File: src/rtl/cam_casc_pkg.sv
package cam_casc_pkg;
  localparam int OP_W   = 3;
  localparam int LINK_W = 3;
  localparam int STAT_W = 2;

  typedef enum logic [OP_W-1:0] {
    OP_NOP    = 3'd0,
    OP_SRCH_A = 3'd1,
    OP_SRCH_B = 3'd2,
    OP_SRCH_C = 3'd3,
    OP_READ   = 3'd4,
    OP_WRITE  = 3'd5,
    OP_TEST   = 3'd6,
    OP_RSVD   = 3'd7
  } op_e;

  typedef enum logic [STAT_W-1:0] {
    ST_NONE  = 2'b00,
    ST_CLAIM = 2'b01,
    ST_YIELD = 2'b10,
    ST_RSVD  = 2'b11
  } stat_e;

  typedef enum logic [1:0] {
    K_NONE   = 2'd0,
    K_SRCH   = 2'd1,
    K_DIRECT = 2'd2
  } kind_e;
endpackage

File: src/rtl/casc_req_class.sv
module casc_req_class
  import cam_casc_pkg::*;
(
  input  logic [OP_W-1:0] op_i,
  output kind_e           kind_o,
  output logic            is_read_o
);
  op_e op;
  assign op = op_e'(op_i);

  always_comb begin
    kind_o = K_NONE;
    unique case (op)
      OP_SRCH_A, OP_SRCH_B, OP_SRCH_C: kind_o = K_SRCH;
      OP_READ, OP_WRITE, OP_TEST:      kind_o = K_DIRECT;
      default:                         kind_o = K_NONE;
    endcase
  end

  assign is_read_o = (op == OP_READ);
endmodule

File: src/rtl/casc_stat_reg.sv
module casc_stat_reg
  import cam_casc_pkg::*;
(
  input  logic              clk_i,
  input  logic              rst_ni,
  input  logic              role_slave_i,
  input  logic              req_valid_i,
  input  kind_e             kind_i,
  input  logic              is_read_i,
  input  logic              addr_msb_i,
  input  logic              srch_hit_i,
  input  logic              parity_err_i,
  output logic [LINK_W-1:0] casc_o,
  output logic              vld_o,
  output kind_e             kind_o,
  output logic              claim_o,
  output logic              sel_o
);
  stat_e stat_q;
  logic  dis_q, vld_q, sel_q;
  kind_e kind_q;
  stat_e stat_d;

  always_comb begin
    stat_d = ST_NONE;
    if (req_valid_i && kind_i == K_SRCH && srch_hit_i)
      stat_d = parity_err_i ? ST_YIELD : ST_CLAIM;
  end

  always_ff @(posedge clk_i or negedge rst_ni) begin
    if (!rst_ni) begin
      stat_q <= ST_NONE;
      dis_q  <= 1'b0;
      vld_q  <= 1'b0;
      kind_q <= K_NONE;
      sel_q  <= 1'b0;
    end else begin
      stat_q <= stat_d;
      dis_q  <= req_valid_i && is_read_i && parity_err_i && !role_slave_i;
      vld_q  <= req_valid_i;
      kind_q <= req_valid_i ? kind_i : K_NONE;
      sel_q  <= req_valid_i && (addr_msb_i == role_slave_i);
    end
  end

  assign casc_o  = {dis_q, stat_q};
  assign vld_o   = vld_q;
  assign kind_o  = kind_q;
  assign claim_o = (stat_q == ST_CLAIM);
  assign sel_o   = sel_q;

  AST_NO_RSVD_STAT: assert property (@(posedge clk_i) disable iff (!rst_ni)
    casc_o[1:0] != 2'b11);
  AST_SLAVE_NO_DIS: assert property (@(posedge clk_i) disable iff (!rst_ni)
    role_slave_i |-> !casc_o[2]);
  AST_IDLE_QUIET: assert property (@(posedge clk_i) disable iff (!rst_ni)
    !req_valid_i |=> casc_o == 3'b000);
endmodule

File: src/rtl/casc_own_dec.sv
module casc_own_dec
  import cam_casc_pkg::*;
(
  input  logic              clk_i,
  input  logic              rst_ni,
  input  logic              role_slave_i,
  input  logic              vld_i,
  input  kind_e             kind_i,
  input  logic              claim_i,
  input  logic              sel_i,
  input  logic [LINK_W-1:0] casc_i,
  output logic              dout_en_o
);
  logic peer_claim, blocked, want, en_q;

  assign peer_claim = (casc_i[STAT_W-1:0] == ST_CLAIM);
  assign blocked    = role_slave_i && casc_i[LINK_W-1];

  always_comb begin
    want = 1'b0;
    unique case (kind_i)
      K_SRCH:   want = role_slave_i ? (claim_i && !peer_claim)
                                    : (claim_i || !peer_claim);
      K_DIRECT: want = sel_i;
      default:  want = 1'b0;
    endcase
  end

  always_ff @(posedge clk_i or negedge rst_ni) begin
    if (!rst_ni) en_q <= 1'b0;
    else         en_q <= vld_i && want && !blocked;
  end

  assign dout_en_o = en_q;

  AST_SLAVE_BLOCK: assert property (@(posedge clk_i) disable iff (!rst_ni)
    (role_slave_i && casc_i[2]) |=> !dout_en_o);
  AST_MASTER_NOCLAIM_ANS: assert property (@(posedge clk_i) disable iff (!rst_ni)
    (vld_i && kind_i == K_SRCH && !role_slave_i && casc_i[1:0] != 2'b01) |=> dout_en_o);
  AST_SLAVE_YIELDS: assert property (@(posedge clk_i) disable iff (!rst_ni)
    (vld_i && kind_i == K_SRCH && role_slave_i && casc_i[1:0] == 2'b01) |=> !dout_en_o);
  AST_EN_AFTER_REQ: assert property (@(posedge clk_i) disable iff (!rst_ni)
    !vld_i |=> !dout_en_o);
endmodule

File: src/rtl/cam_cascade_arb.sv
module cam_cascade_arb
  import cam_casc_pkg::*;
(
  input  logic              clk_i,
  input  logic              rst_ni,
  input  logic              role_slave_i,
  input  logic              req_valid_i,
  input  logic [OP_W-1:0]   req_op_i,
  input  logic              req_addr_msb_i,
  input  logic              srch_hit_i,
  input  logic              parity_err_i,
  input  logic [LINK_W-1:0] casc_i,
  output logic [LINK_W-1:0] casc_o,
  output logic              dout_en_o
);
  kind_e req_kind, s1_kind;
  logic  req_is_read, s1_vld, s1_claim, s1_sel;

  casc_req_class u_class (
    .op_i      (req_op_i),
    .kind_o    (req_kind),
    .is_read_o (req_is_read)
  );

  casc_stat_reg u_stat (
    .clk_i        (clk_i),
    .rst_ni       (rst_ni),
    .role_slave_i (role_slave_i),
    .req_valid_i  (req_valid_i),
    .kind_i       (req_kind),
    .is_read_i    (req_is_read),
    .addr_msb_i   (req_addr_msb_i),
    .srch_hit_i   (srch_hit_i),
    .parity_err_i (parity_err_i),
    .casc_o       (casc_o),
    .vld_o        (s1_vld),
    .kind_o       (s1_kind),
    .claim_o      (s1_claim),
    .sel_o        (s1_sel)
  );

  casc_own_dec u_dec (
    .clk_i        (clk_i),
    .rst_ni       (rst_ni),
    .role_slave_i (role_slave_i),
    .vld_i        (s1_vld),
    .kind_i       (s1_kind),
    .claim_i      (s1_claim),
    .sel_i        (s1_sel),
    .casc_i       (casc_i),
    .dout_en_o    (dout_en_o)
  );
endmodule

File: config.mk
export PLATFORM = sky130hd
export DESIGN_NAME = cam_cascade_arb
export DESIGN_NICKNAME = d
export VERILOG_FILES = /design/src/rtl/cam_casc_pkg.sv /design/src/rtl/casc_req_class.sv /design/src/rtl/casc_stat_reg.sv /design/src/rtl/casc_own_dec.sv /design/src/rtl/cam_cascade_arb.sv
export SDC_FILE = /design/constraint.sdc
export NUM_CORES = 1
export LEC_CHECK = 0
export CAP_MARGIN = 5
export CORE_AREA = 2 2 39 41
export CTS_CLUSTER_SIZE = 30
export DETAILED_ROUTE_END_ITERATION = 10
export DIE_AREA = 0 0 41 43
export DONT_BUFFER_PORTS = 1
export PLACE_DENSITY = 0.52
export RECOVER_POWER = 50
export SLEW_MARGIN = 30
export SYNTH_ARGS = -nofsm -noshare
export SYNTH_HDL_FRONTEND = slang
export SYNTH_SLANG_ARGS = --single-unit
File: constraint.sdc
create_clock -name clk_i -period 2.7 [get_ports clk_i]
set_clock_uncertainty 0.05 [all_clocks]
set_input_delay 0.54 -clock clk_i [delete_from_list [all_inputs] [get_ports clk_i]]
set_output_delay 0.54 -clock clk_i [all_outputs]
set_load 0.01 [all_outputs]
## After elaboration in Yosys (flattened, before gate mapping)

Cells that the tools add are included.

- Register bits after elaboration: 8
- Bits of input ports: 13

- Equality and inequality tests: 12
- Muxes and demuxes: 6
- Reductions and logical operators: 16

Operators by type and width:

| cell | number |
|---|---|
| $logic_and A1 B1 Y1 | 10 |
| $eq A3 B3 Y1 const B | 3 |
| $eq A2 B1 Y1 const B | 4 |
| $eq A3 B2 Y1 const B | 2 |
| $mux W2 | 3 |
| $reduce_or A3 Y1 | 2 |
| $pmux W2 S2 | 1 |
| $eq A3 B1 Y1 const B | 1 |
| $logic_not A1 Y1 | 3 |
| $eq A2 B2 Y1 const B | 1 |
| $pmux W1 S2 | 1 |
| $eq A1 B1 Y1 | 1 |
| $logic_or A1 B1 Y1 | 1 |
| $mux W1 | 1 |

## Longest topological paths before layout

- Depth in word-level cells: 7
- Gate-level depth with buffers: 5

## Hierarchy

Synthesis repeated with hierarchy kept, for this count alone.

- Cell total of the unflattened synthesis: 33
- Area total of the unflattened synthesis: 379.1 um^2

By module, submodules not included:

| module | times used | cells each | area each (um^2) |
|---|---|---|---|
| casc_stat_reg | 1 | 18 | 247.7 |
| casc_own_dec | 1 | 12 | 101.3 |
| casc_req_class | 1 | 3 | 30.0 |

## Worst setup path before layout

Ideal clock, no wire load.

- Kind: reg2reg
- From: reg u_stat.kind_q[0], in the netlist u_stat.kind_o[0]
- To: reg u_dec.en_q, in the netlist u_dec.dout_en_o
- Setup time: 65 ps
- Data arrival time: 1083 ps
- Required time: 2585 ps
- Setup slack: 1502 ps
- Cell stages (with the launch flop): 6
- Buffers on the path: 0
- Cell sequence: dfrtp_1 -> inv_1 -> ha_1 -> a21oi_1 -> a2111oi_2 -> o21a_1

- Longest elaborated chain between the ends: 4

RTL lines:

| item | RTL line | RTL |
|---|---|---|
| start, declared | casc_stat_reg.sv:21 | `kind_e kind_q;` |
| start signal, assigned | casc_stat_reg.sv:41 | `kind_q <= req_valid_i ? kind_i : K_NONE;` |
| $eq A2 B2 Y1 or $eq A2 B1 Y1 (tied branches) | casc_own_dec.sv:21 | `unique case (kind_i)` |
| $pmux W1 S2 (*) | casc_own_dec.sv:21 |  |
| $logic_and A1 B1 Y1 (*) (2 in a row) | casc_own_dec.sv:31 | `else en_q <= vld_i && want && !blocked;` |
| end signal, assigned | casc_own_dec.sv:31 |  |
| end, declared | casc_own_dec.sv:14 | `logic peer_claim, blocked, want, en_q;` |

Mark *: on every way between the ends. The rest lies on a longest branch, timed or not.

## Final worst setup path

Same ends and word-level chain as after synthesis.

==> metrics.cfg <==
[finish]
area_delta_synth_final_pct=11.0
multiInputGateArea_sq_um=141
register_area_sq_um=200
nets=52
fillerInstances=153
antenna_cells=0
drive_gt1_share_pct=11.4

[worst_setup_path]
cp_slowest_cell=dfrtp_1
crit_required_ns=2.83
r2r-end=u_dec.dout_en_o
worstRegToRegCells=5
crit_end=u_dec.dout_en_o
cp-end-kind=flop
r2r-start=u_stat.kind_o[0]
max_stage_delay_ns=0.38
path_max_fanout=2
crit_chain=inv_1, ha_1, a21oi_1, a2111oi_2, o21a_1
worstSetupPathType=reg2reg
crit_path_start=u_stat.kind_o[0]
start_kind=flop
reg2reg_slack_ns=1.42
cp.arrival_ns=1.42

[routing]
drtAntennaViolNets=0
drc=0
post_drt_wl_per_cell_um=13.1
first_pass_iters=1
met1_length_um=256
routed.top_layer=met4
met3_length_um=74
drt_wl_total_um=668
vias_per_cell=4.71
via_count=240
drt_iter0_markers=0
wl_met2_um=329

[power_and_ir_drop]
leakage_nw=0.187
p_per_area_nw_per_um2=564
p_clk_share_pct=37.6
finalPower_mw=0.229
netSwitchingFraction_pct=20.0
p_seq_share_pct=55.7
power.internal_mw=0.183
p_comb_share_pct=6.7
p_sw_mw=0.0457
ir_drop_mv=0.215

[synth]
avgSynthCellArea_sq_um=11.4
yosys-top-cells-area=dfrtp_1 (55%), ha_1 (6.8%), a21oi_1 (4.1%)
async_flop_share_pct=100
yosysSeqAreaShare_pct=54.8
synth_commonest_cells=dfrtp_1 (8), a21oi_1 (3), inv_1 (3)
netlist_instances=32
synth.most_common_cell=dfrtp_1
synth_edf_count=0
synth_largest_area_cell=dfrtp_1
synth_top_area_share_pct=54.8
ys_types=18
yosys_warnings=0
syn_area_sq_um=365
ys_ff_latch=8
synthFlopType=dfrtp_1
syn_nets=47

[timing]
final_hold_viol_count=0
slew_viol_final=0
fin_setup_tns_ns=0
worst_pin_slew_ns=0.342
setup_viol=0
period_minus_slack_ns=1.28
slew_headroom_pct=77.1
period_share_pct=47.6
rsz0062_at_grt=false
fmax_mhz=778

[clocking]
cts_buffer_depth=2
cts_num_sinks=8
cts_root_buf=clkbuf_4
post_cts_buffers=0
cts_hold_buf=1
cts-htree-levels=1
clk_latency_ns=0.24
post_cts_resized=0
cts_tree=built
cts_buffers=3
clkSlewWorstSetupHoldPaths_ns=0.05

[floorplanning]
core_area_sq_um=1380
die_x_um=41
num_rows=14
die-area_sq_um=1760
start_util_pct=26.4
ios=17
die_y_um=43

[flow_run]
maxCapViolCount=0

[grt]
grt_pass1_wl_um=1170
grt_pass1_vias=278
grt_max_degree=9
antenna_found_initial=0
grt_usage_pct=10.9
grt_overflow=0

[worst_hold_path]
min_path_type=in2reg

[run_status]
status=completed

[placement]
gp_congestion=0.641
place_hpwl_um=563
io_buffers=0

-- per-layer routing --
| metal | global-route usage [%] | vias up |
|---|---|---|
| li1 | - | 113 |
| met1 | 13.0 | 112 |
| met2 | 13.8 | 13 |
| met3 | 6.28 | 2 |
| met4 | 8.00 | 0 |
| met5 | 0 | - |
-- cells by family after synthesis --
logic type / count (synthesis) / synth area share [%]
AND/OR/NAND/NOR: 11 / 19.2
adder cells (fa/ha/maj): 2 / 6.85
XOR/XNOR: 1 / 2.40
buffers and inverters: 4 / 5.14
flip-flops: 8 / 54.8
AO/OA/AOI/OAI: 6 / 11.6
-- worst max-delay path: cells and delay by family, from the launching register on --
kind | cells | cell delay, ns
buf+inv | 1 | 0.06
flops | 1 | 0.38
compound gates | 3 | 0.58
fa+ha+maj | 1 | 0.15
-- final cells by class --
type,count,area share (%)
well taps,16,4.94
repair buffers,1,2.47
flip-flops and latches,8,49.4
inverters,3,2.78
clock buffers,3,5.56
multi-input cells,20,34.9
-- worst min path at each step --
stage,end,slack (ns),cells after the start,startpoint
6_report,u_stat.vld_o,0.27,0,req_valid_i
5_1_grt,u_stat.vld_o,0.25,0,req_valid_i
4_1_cts,u_stat.vld_o,0.26,0,req_valid_i
3_5_place_dp,u_stat.kind_o[0],0.19,0,rst_ni
3_3_place_gp,u_stat.stat_q[0],0.19,0,rst_ni
2_1_floorplan,u_dec.dout_en_o,0.19,0,rst_ni
-- flip-flops by register name, indices dropped and copies added (netlist names) --
register         flops
u_stat.kind_o        2
u_stat.stat_q        2
u_dec.dout_en_o      1
u_stat.dis_q         1
u_stat.sel_o         1
u_stat.vld_o         1
-- cells in the final DEF, fill, tap and decap left out, types with 2 or more instances in the layout --
master and instances:
a21oi_1 3, clkbuf_4 3, dfrtp_1 8, ha_1 2, inv_1 3, nand2_1 2, nand2b_1 2
-- through the flow --
stage                     worst slack, ns  instance area, sq um  utilization (%)  instances  hold WS (ns)
after floorplan                      1.50                   365                -         32         0.194
after global placement               1.46                   378             27.3         47         0.195
after detailed placement             1.41                   378             27.3         47         0.195
after CTS                            1.40                   410             29.7         51         0.257
after global routing                 1.33                   405             29.3         51         0.248
final                                1.42                   405             29.3         51         0.271
-- power groups by stage --
stage / Sequential, mW / Clock, mW / Combinational, mW
after floorplan: 0.129 / 0 / 0.0117
after global placement: 0.129 / 0 / 0.0124
after detailed placement: 0.129 / 0 / 0.0129
after CTS: 0.127 / 0.0918 / 0.0162
after global routing: 0.128 / 0.0987 / 0.0183
final: 0.127 / 0.0859 / 0.0153
No activity file was read; power rests on OpenSTA's default activity.
